File: src/rtl/nanq_pkg.sv
package nanq_pkg;

    typedef enum logic [1:0] {
        FMT_HALF   = 2'd0,
        FMT_BF16   = 2'd1,
        FMT_SINGLE = 2'd2,
        FMT_DOUBLE = 2'd3
    } fmt_e;

    typedef struct packed {
        logic sig_inv;
        logic nosig;
    } nan_mode_t;

    typedef struct packed {
        logic any;
        logic quiet;
        logic signaling;
    } nan_class_t;

    function automatic int exp_bits(fmt_e f);
        case (f)
            FMT_HALF:   return 5;
            FMT_BF16:   return 8;
            FMT_SINGLE: return 8;
            default:    return 11;
        endcase
    endfunction

    function automatic int frac_bits(fmt_e f);
        case (f)
            FMT_HALF:   return 10;
            FMT_BF16:   return 7;
            FMT_SINGLE: return 23;
            default:    return 52;
        endcase
    endfunction

endpackage

File: src/rtl/nanq_fields.sv
module nanq_fields #(
    parameter int EXP_W  = 8,
    parameter int FRAC_W = 23,
    localparam int WORD_W = 1 + EXP_W + FRAC_W
) (
    input  logic [WORD_W-1:0] word_i,
    output logic              exp_ones_o,
    output logic              frac_top_o,
    output logic              frac_rest_nz_o
);
    logic [EXP_W-1:0]  exp_f;
    logic [FRAC_W-1:0] frac_f;

    always_comb begin
        exp_f          = word_i[WORD_W-2 -: EXP_W];
        frac_f         = word_i[FRAC_W-1:0];
        exp_ones_o     = &exp_f;
        frac_top_o     = frac_f[FRAC_W-1];
        frac_rest_nz_o = |frac_f[FRAC_W-2:0];
    end
endmodule

File: src/rtl/nanq_classify.sv
module nanq_classify
    import nanq_pkg::*;
(
    input  logic       exp_ones_i,
    input  logic       frac_top_i,
    input  logic       frac_rest_nz_i,
    input  nan_mode_t  mode_i,
    output nan_class_t cls_o
);
    logic top_marks_quiet;

    always_comb begin
        top_marks_quiet = ~mode_i.sig_inv;
        cls_o.any       = exp_ones_i & (frac_top_i | frac_rest_nz_i);
        if (mode_i.nosig) begin
            cls_o.quiet     = cls_o.any;
            cls_o.signaling = 1'b0;
        end else if (top_marks_quiet) begin
            cls_o.quiet     = exp_ones_i & frac_top_i;
            cls_o.signaling = exp_ones_i & ~frac_top_i & frac_rest_nz_i;
        end else begin
            cls_o.signaling = exp_ones_i & frac_top_i;
            cls_o.quiet     = exp_ones_i & ~frac_top_i & frac_rest_nz_i;
        end
    end
endmodule

File: src/rtl/nanq_quiet.sv
module nanq_quiet
    import nanq_pkg::*;
#(
    parameter int   EXP_W     = 8,
    parameter int   FRAC_W    = 23,
    parameter logic DNAN_SIGN = 1'b0,
    localparam int  WORD_W    = 1 + EXP_W + FRAC_W
) (
    input  logic [WORD_W-1:0] operand_i,
    input  nan_mode_t         mode_i,
    input  logic              is_snan_i,
    output logic [WORD_W-1:0] quieted_o,
    output logic [WORD_W-1:0] dflt_o
);
    localparam logic [FRAC_W-1:0] TOP_ONLY  = {1'b1, {(FRAC_W-1){1'b0}}};
    localparam logic [FRAC_W-1:0] BELOW_TOP = {1'b0, {(FRAC_W-1){1'b1}}};
    localparam logic [EXP_W-1:0]  EXP_MAX   = {EXP_W{1'b1}};

    always_comb begin
        dflt_o = {DNAN_SIGN, EXP_MAX, (mode_i.sig_inv ? BELOW_TOP : TOP_ONLY)};
        if (!is_snan_i) begin
            quieted_o = operand_i;
        end else if (mode_i.sig_inv) begin
            quieted_o = dflt_o;
        end else begin
            quieted_o = operand_i | {{(1 + EXP_W){1'b0}}, TOP_ONLY};
        end
    end
endmodule

File: src/rtl/nan_quieter.sv
module nan_quieter
    import nanq_pkg::*;
#(
    parameter fmt_e FMT       = FMT_SINGLE,
    parameter logic DNAN_SIGN = 1'b0,
    localparam int  EXP_W     = exp_bits(FMT),
    localparam int  FRAC_W    = frac_bits(FMT),
    localparam int  WORD_W    = 1 + EXP_W + FRAC_W
) (
    input  logic [WORD_W-1:0] operand_i,
    input  logic              sig_inv_i,
    input  logic              nosig_i,
    output logic              is_nan_o,
    output logic              is_qnan_o,
    output logic              is_snan_o,
    output logic [WORD_W-1:0] quieted_o,
    output logic [WORD_W-1:0] dflt_nan_o
);
    nan_mode_t  mode;
    nan_class_t cls;
    logic       exp_ones, frac_top, frac_rest_nz;

    assign mode = '{sig_inv: sig_inv_i, nosig: nosig_i};

    nanq_fields #(.EXP_W(EXP_W), .FRAC_W(FRAC_W)) u_fields (
        .word_i         (operand_i),
        .exp_ones_o     (exp_ones),
        .frac_top_o     (frac_top),
        .frac_rest_nz_o (frac_rest_nz)
    );

    nanq_classify u_classify (
        .exp_ones_i     (exp_ones),
        .frac_top_i     (frac_top),
        .frac_rest_nz_i (frac_rest_nz),
        .mode_i         (mode),
        .cls_o          (cls)
    );

    nanq_quiet #(.EXP_W(EXP_W), .FRAC_W(FRAC_W), .DNAN_SIGN(DNAN_SIGN)) u_quiet (
        .operand_i (operand_i),
        .mode_i    (mode),
        .is_snan_i (cls.signaling),
        .quieted_o (quieted_o),
        .dflt_o    (dflt_nan_o)
    );

    assign is_nan_o  = cls.any;
    assign is_qnan_o = cls.quiet;
    assign is_snan_o = cls.signaling;
endmodule

File: config.mk
export PLATFORM = sky130hd
export DESIGN_NAME = nan_quieter
export DESIGN_NICKNAME = d
export VERILOG_FILES = /design/src/rtl/nanq_pkg.sv /design/src/rtl/nanq_fields.sv /design/src/rtl/nanq_classify.sv /design/src/rtl/nanq_quiet.sv /design/src/rtl/nan_quieter.sv
export SDC_FILE = /design/constraint.sdc
export NUM_CORES = 1
export LEC_CHECK = 0
export BUFFER_PORTS_ARGS = -buffer_cell sky130_fd_sc_hd__buf_2
export CORE_UTILIZATION = 27
export DETAILED_ROUTE_END_ITERATION = 12
export PLACE_DENSITY = 0.81
export SYNTH_ARGS = -nofsm -noshare
export SYNTH_HDL_FRONTEND = slang
export SYNTH_SLANG_ARGS = --single-unit
File: constraint.sdc
create_clock -name vclk -period 0.92
set_input_delay 0.046 -clock vclk [all_inputs]
set_output_delay 0.046 -clock vclk [all_outputs]
set_load 0.01 [all_outputs]
==> results of run 1 <==
-- logic make-up (layout without fill, tap and decap cells) --
| family | count (synthesis) | in the layout | share of synthesized area [%] |
|---|---|---|---|
| buf+inv | 43 | 109 | 47.6 |
| simple gates | 41 | 41 | 43.9 |
| compound gates | 6 | 6 | 7.32 |
| other cells | 2 | 9 | 1.22 |
-- layout make-up --
class	instances	area share [%]
tap	27	2.77
multi-input combinational	56	34.1
inverter	2	0.615
timing repair buffer	107	62.5
-- repair_timing --
action	CTS	global route
pin swaps	8	7
gates cloned	2	1
resized for setup	25	10
endpoints found under the setup margin	27	27
setup buffers	3	1
-- path summary, 6_finish.rpt --
| kind | startpoint | end | slack [ns] | cells past startpoint |
|---|---|---|---|---|
| setup / recovery | operand_i[13] | is_qnan_o | -0.28 | 6 |
| hold / removal | operand_i[29] | quieted_o[29] | 0.27 | 2 |
-- stage by stage --
| step | area [sq um] | hold WS (ns) | worst slack [ns] |
|---|---|---|---|
| after floorplan | 642 | 0.143 | -0.0327 |
| after global placement | 923 | 0.292 | -0.454 |
| after detailed placement | 923 | 0.294 | -0.449 |
| after CTS | 1130 | 0.274 | -0.327 |
| after global routing | 1220 | 0.276 | -0.370 |
| final | 1220 | 0.272 | -0.285 |
-- per-layer routing --
metal | track usage [%] | up-vias | routed length [um]
met5 | 0 | - | 0
met4 | 0.952 | 0 | 0
met3 | 1.54 | 0 | 199
met2 | 33.1 | 62 | 1160
met1 | 14.8 | 348 | 712
li1 | - | 402 | -
-- layout by cell type (no fill, tap or decap), drive strengths merged --
cell | Yosys | layout
buf | 33 | 106
or2 | 23 | 23
conb | 2 | 9
nor4 | 7 | 7
nor2 | 3 | 3
nand4 | 3 | 3
nand2 | 2 | 2
inv | 2 | 2
o211ai | 1 | 1
nor3 | 1 | 1
a21boi | 1 | 1
o21ai | 1 | 1
a22oi | 1 | 1
nand2b | 1 | 1
o21a | 1 | 1
a32o | 1 | 1
nor2b | 1 | 1
clkbuf | 8 | 1
-- power groups by stage --
stage	sequential, W	clock, W	combinational (W)
3_3_place_gp	0	0	0.000378
2_1_floorplan	0	0	0.000260
4_1_cts	0	0	0.000438
3_5_place_dp	0	0	0.000385
5_1_grt	0	0	0.000496
6_report	0	0	0.000458
==> summary.md, run 1 <==
| Metric | Value |
|---|---|
| Crit-path max FO | 2 |
| Hold Fails Final Rpt | 0 |
| Routed WL per cell | 10.8 um |
| Total of max-cap violations | 0 |
| Failing checks | negative setup slack |
| Crit-path cells | buf_2 > nor4_2 > nand4_1 > or2_1 > a32o_1 > buf_2 |
| Fmax | 0.830 GHz |
| Die ar. | 2480 sq um |
| Fin crit share | 131% |
| Ports | 101 |
| Commonest cells post-synth | 31 x buf_4, 16 x or2_1, 8 x clkbuf_1, 6 x or2_2, 5 x nor4_1 |
| CLK BUF | 0 |
| DIE WIDTH | 49.8 um |
| Min cycle time layout | 1.20 ns |
| Initial antenna violation count | 0 |
| Largest net degree at the start of global routing | 27 |
| Switching share of power | 48.2% |
| Register area | 0 sq um |
| Mapped cell area | 616 sq um |
| Worst path arrival time | 1.16 ns |
| Non-filler cells, final | 192 |
| Combinational fraction of design power | 100.0% |
| Post-DR vias/cell | 4.23 |
| Fill count | 202 |
| Cell taking the most area after synthesis | buf_4 |
| Final #Nets | 201 |
| Worst stage delay on the critical path | 0.25 ns |
| Post-Synthesis Cells | 92 |
| Fin Setup TNS | -6.68 ns |
| RSZ-0062 raised after global routing | yes |
| Core ar. | 2040 sq um |
| Post-layout util | 59.8% |
| Largest cells by area after synthesis | buf_4 38%, or2_1 16%, or2_2 6.1%, nor4_1 5.1%, clkbuf_1 4.9% |
| Critical Path Slowest Stage Cell | nor4_2 |
| Final setup viols | 27 |
| PnR Total Power | 0.000458 W |
| Internal Power | 0.000237 W |
| Placer Congestion | 0.817 |
| NetSw | 0.000221 W |
| # hold bufs at CTS | 0 |
| Routed wire length | 2.07 mm |
| Final slew viol count | 0 |
| Peak supply drop | 222 uV |
| Leakage | 0.654 nW |
| Drt pass-1 iters | 4 |
| Antenna-violating nets left | 0 |
| YS warnings | 0 |
| Area grow syn2layout | 98.4% |
| Share of cells above drive strength 1 | 73.9% |
| Setup crit end kind | output port |
| Buf/Inv on CP | 2 |
| N_diodes | 0 |
| Initial Utilization | 30.1% |
| CP Class | in2out |
| Count leader, synth | buf_4 |
| Remaining design rule violation count | 0 |
| Delay-heaviest family, CP | simple AND/OR/NAND/NOR gates |
| Footprint of the multi-input gates | 417 sq um |
| Num sequential | 0 |
| Iteration-0 DRC Markers | 3 |
| Yosys top cell area share | 37.8% |
| First-pass GRT wire length | 2.93 mm |
| Die Y-Extent | 49.8 um |
| FP Rows | 16 |
| Setup crit start kind | primary input |
| Grt ovf | 0 |
| Crit path top cell by count | buf_2 |
| Pwr Density | 375 nW/um^2 |
| Hold crit path type | in2out |
| Reg power frac | 0% |
| Outcome | finished with violations |
| Vias | 812 |
| Post-synthesis sequential area ratio | 0% |
| PortBufs | 92 |
| Post-DP HPWL | 1.53 mm |
| Overall routing resource usage | 15.0% |
| Number of library cell types mapped by synthesis | 24 |
| Clock power share | 0% |
| Syn avg cell area | 6.69 sq um |
| Data required, critical path | 0.87 ns |
| Dpl cells | 185 |
| Final worst slack | -0.285 ns |
| Vias in the first global route | 683 |
Power figures use the tool's default switching activity.
==> inputs of run 2 (changes only) <==
Settings changed: CELL_PAD_IN_SITES_DETAIL_PLACEMENT set to 0, CELL_PAD_IN_SITES_GLOBAL_PLACEMENT set to 2, CORE_UTILIZATION 27 to 10, PLACE_DENSITY 0.81 to not set, PLACE_DENSITY_LB_ADDON set to 0.2, SKIP_LAST_GASP set to 1.
==> summary.md, run 2 (same netlist as run 1, synthesis figures left out) <==
| Metric | Value |
|---|---|
| Outcome | finished with violations |
| Failing checks | negative setup slack |
| Die ar. | 6470 sq um |
| Hold depth | 2 |
| Final slew viol count | 0 |
| Die Y-Extent | 80.5 um |
| Post-DP HPWL | 1.71 mm |
| Routed wire length | 2.38 mm |
| Fin Setup TNS | -6.53 ns |
| Setup crit end kind | output port |
| Delay-heaviest family, CP | simple AND/OR/NAND/NOR gates |
| Routed WL per cell | 9.63 um |
| Met3 Use GR | 0.341% |
| Dpl ws | -0.462 ns |
| Peak supply drop | 118 uV |
| Worst stage delay on the critical path | 0.26 ns |
| Vias | 872 |
| Crit-path max FO | 2 |
| Iteration-0 DRC Markers | 9 |
| Pwr Density | 377 nW/um^2 |
| GRT met1 Usage | 6.73% |
| Overall routing resource usage | 6.95% |
| Placer Congestion | 0.668 |
| Post-DR vias/cell | 3.53 |
| Gr busiest metal | met2 |
| Antenna-violating nets left | 0 |
| Setup crit start kind | primary input |
| Ports | 101 |
| Vias in the first global route | 795 |
| Data required, critical path | 0.87 ns |
| Area grow syn2layout | 120% |
| Largest net degree at the start of global routing | 23 |
| Min cycle time layout | 1.24 ns |
| Initial antenna violation count | 0 |
| Reg power frac | 0% |
| Final worst slack | -0.317 ns |
| Hold crit path type | in2out |
| Most frequent cells in the layout | 70 x buf_2, 24 x buf_6, 17 x or2_1 |
| Initial Utilization | 10.4% |
| Leakage | 0.700 nW |
| Internal Power | 0.000275 W |
| CLK BUF | 0 |
| Final setup viols | 27 |
| Drt pass-1 iters | 2 |
| M2 GR Usage | 16.1% |
| First-pass GRT wire length | 3.55 mm |
| Fmax | 0.809 GHz |
| Remaining design rule violation count | 0 |
| # hold bufs at CTS | 0 |
| NetSw | 0.000235 W |
| Final #Nets | 208 |
| Crit-path cells | buf_6 > nor4_4 > nand4_1 > or2_1 > a32o_1 > buf_2 |
| Buf/Inv on CP | 2 |
| Critical Path Slowest Stage Cell | nor4_4 |
| Hold Fails Final Rpt | 0 |
| Share of cells above drive strength 1 | 74.4% |
| Total of max-cap violations | 0 |
| Grt ovf | 0 |
| Worst path arrival time | 1.19 ns |
| Num sequential | 0 |
| DIE WIDTH | 80.5 um |
| CP Class | in2out |
| Combinational fraction of design power | 100.0% |
| FP Rows | 28 |
| Most common cell after layout, fill and taps aside | buf_2 |
| N_diodes | 0 |
| PnR Total Power | 0.000510 W |
| Core ar. | 5920 sq um |
| Register area | 0 sq um |
| RSZ-0062 raised after global routing | yes |
| PortBufs | 92 |
| Clock power share | 0% |
| Fin crit share | 134% |
| Crit path depth | 6 |
| Switching share of power | 46.1% |
-- run 2: power by group through the flow --
stage	clock network, W	registers (W)	logic, W
final	0	0	0.000510
after detailed placement	0	0	0.000396
after floorplan	0	0	0.000260
after global placement	0	0	0.000402
after global routing	0	0	0.000555
after CTS	0	0	0.000485
-- run 2: timing repair --
action,4_1_cts,5_1_grt
cloned,3,0
gates resized for setup,37,11
pin swaps,12,16
buffers inserted,10,1
endpoints found under the setup margin,27,27
-- run 2: path summary, 6_finish.rpt --
kind	start	endpoint	slack [ns]
min	operand_i[28]	quieted_o[28]	0.27
max	operand_i[20]	is_qnan_o	-0.32
-- run 2: area by class of cell --
| class | instances | area [sq um] |
|---|---|---|
| fillers | 628 | 4570 |
| multi-input cells | 56 | 437 |
| inverters | 2 | 7.51 |
| repair buffers | 114 | 816 |
| well taps | 75 | 93.8 |
-- run 2: routing by layer --
metal,vias up,share of wire (%)
met4,0,0
met3,0,6.9
li1,417,-
met1,396,32
met2,59,61
met5,-,0
-- run 2: per-stage QoR --
step / hold slack (ns) / util [%] / std cells / instance area (sq um)
after global routing: 0.284 / 22.9 / 247 / 1350
after detailed placement: 0.299 / 17.1 / 237 / 1010
after CTS: 0.276 / 23.1 / 250 / 1370
after floorplan: 0.143 / - / 99 / 642
final: 0.275 / 22.9 / 247 / 1350
after global placement: 0.295 / 17.1 / 237 / 1010
==> inputs of run 3 (changes only) <==
Settings changed: MAX_ROUTING_LAYER set to met4.
==> summary.md, run 3 (same netlist as run 1, synthesis figures left out) <==
| Metric | Value |
|---|---|
| Drt pass-1 iters | 2 |
| DIE WIDTH | 80.5 um |
| Post-DR vias/cell | 3.54 |
| Most common cell after layout, fill and taps aside | buf_2 |
| Final #Nets | 208 |
| Antenna-violating nets left | 0 |
| Peak supply drop | 118 uV |
| Register area | 0 sq um |
| Die ar. | 6470 sq um |
| Crit-path cells | buf_6 > nor4_4 > nand4_1 > or2_1 > a32o_1 > buf_2 |
| CLK BUF | 0 |
| Overall routing resource usage | 7.14% |
| Final slew viol count | 0 |
| Worst stage delay on the critical path | 0.26 ns |
| Setup crit end kind | output port |
| Placer Congestion | 0.675 |
| Dpl ws | -0.462 ns |
| PortBufs | 92 |
| Initial antenna violation count | 0 |
| # hold bufs at CTS | 0 |
| Area grow syn2layout | 119% |
| RSZ-0062 raised after global routing | yes |
| Min cycle time layout | 1.24 ns |
| Vias in the first global route | 796 |
| Data required, critical path | 0.87 ns |
| Core ar. | 5920 sq um |
| CP Class | in2out |
| Crit-path max FO | 2 |
| Hold crit path type | in2out |
| Most frequent cells in the layout | 71 x buf_2, 23 x buf_6, 17 x or2_1 |
| Pwr Density | 376 nW/um^2 |
| Largest net degree at the start of global routing | 23 |
| Initial Utilization | 10.4% |
| Ports | 101 |
| Total of max-cap violations | 0 |
| Share of cells above drive strength 1 | 74.4% |
| Grt ovf | 0 |
| Remaining design rule violation count | 0 |
| FP Rows | 28 |
| Fmax | 0.809 GHz |
| Post-DP HPWL | 1.71 mm |
| First-pass GRT wire length | 3.54 mm |
| Routed WL per cell | 9.62 um |
| N_diodes | 0 |
| Leakage | 0.698 nW |
| Final instance area | 1350 sq um |
| Routed wire length | 2.38 mm |
| Final setup viols | 27 |
| Die Y-Extent | 80.5 um |
| Critical Path Slowest Stage Cell | nor4_4 |
| Num sequential | 0 |
| Iteration-0 DRC Markers | 8 |
| Failing checks | negative setup slack |
| Outcome | finished with violations |
| DP Area | 1010 sq um |
| Vias | 875 |
| Post-layout util | 22.8% |
| Setup crit start kind | primary input |
| Fin crit share | 134% |
| Hold Fails Final Rpt | 0 |
| Worst path arrival time | 1.19 ns |
| Final worst slack | -0.317 ns |
[run 3: cell counts in the layout (fill, tap and decap cells not counted)]
No cell type changed its count.
[run 3: cell type report]
type               instances  area [sq um]
well taps                 75          93.8
multi-input cells         56           437
inverters                  2          7.51
fillers                  629          4570
repair buffers           114           810
[run 3: per-stage QoR]
stage | total power, W | instances | hold WS (ns) | setup TNS, ns
global placement | 0.000402 | 237 | 0.295 | -6.72
finish | 0.000507 | 247 | 0.275 | -6.51
detailed placement | 0.000396 | 237 | 0.299 | -6.86
CTS | 0.000485 | 250 | 0.276 | -6.80
global route | 0.000552 | 247 | 0.284 | -9.27
floorplan | 0.000260 | 99 | 0.143 | -0.0327
[run 3: worst paths after layout]
kind / from / endpoint / slack (ns) / cells past startpoint
worst max-delay path: operand_i[20] / is_qnan_o / -0.32 / 6
worst min-delay path: operand_i[28] / quieted_o[28] / 0.27 / 2
[run 3: timing repair]
action / CTS / global route
pin swaps: 12 / 16
gates cloned: 3 / 0
endpoints found under the setup margin: 27 / 27
setup buffers: 10 / 1
gates resized for setup: 37 / 10
[run 3: per-layer routing]
metal / routed length, um / global-route usage (%) / vias to the layer above
met5: 0 / - / -
met4: 0 / 0 / 0
met3: 178 / 0.227 / 0
met2: 1440 / 16.1 / 59
met1: 753 / 6.80 / 399
li1: - / - / 417
[run 3: worst max-delay path: cells and delay by family]
kind | cells | cell delay [ns]
AND/OR/NAND/NOR | 3 | 0.69
buffers and inverters | 2 | 0.24
AO/OA/AOI/OAI | 1 | 0.22
[run 3: where the power goes]
part	internal [W]	switching (W)	total [W]
clock network	0	0	0
logic	0.000272	0.000234	0.000507
registers	0	0	0
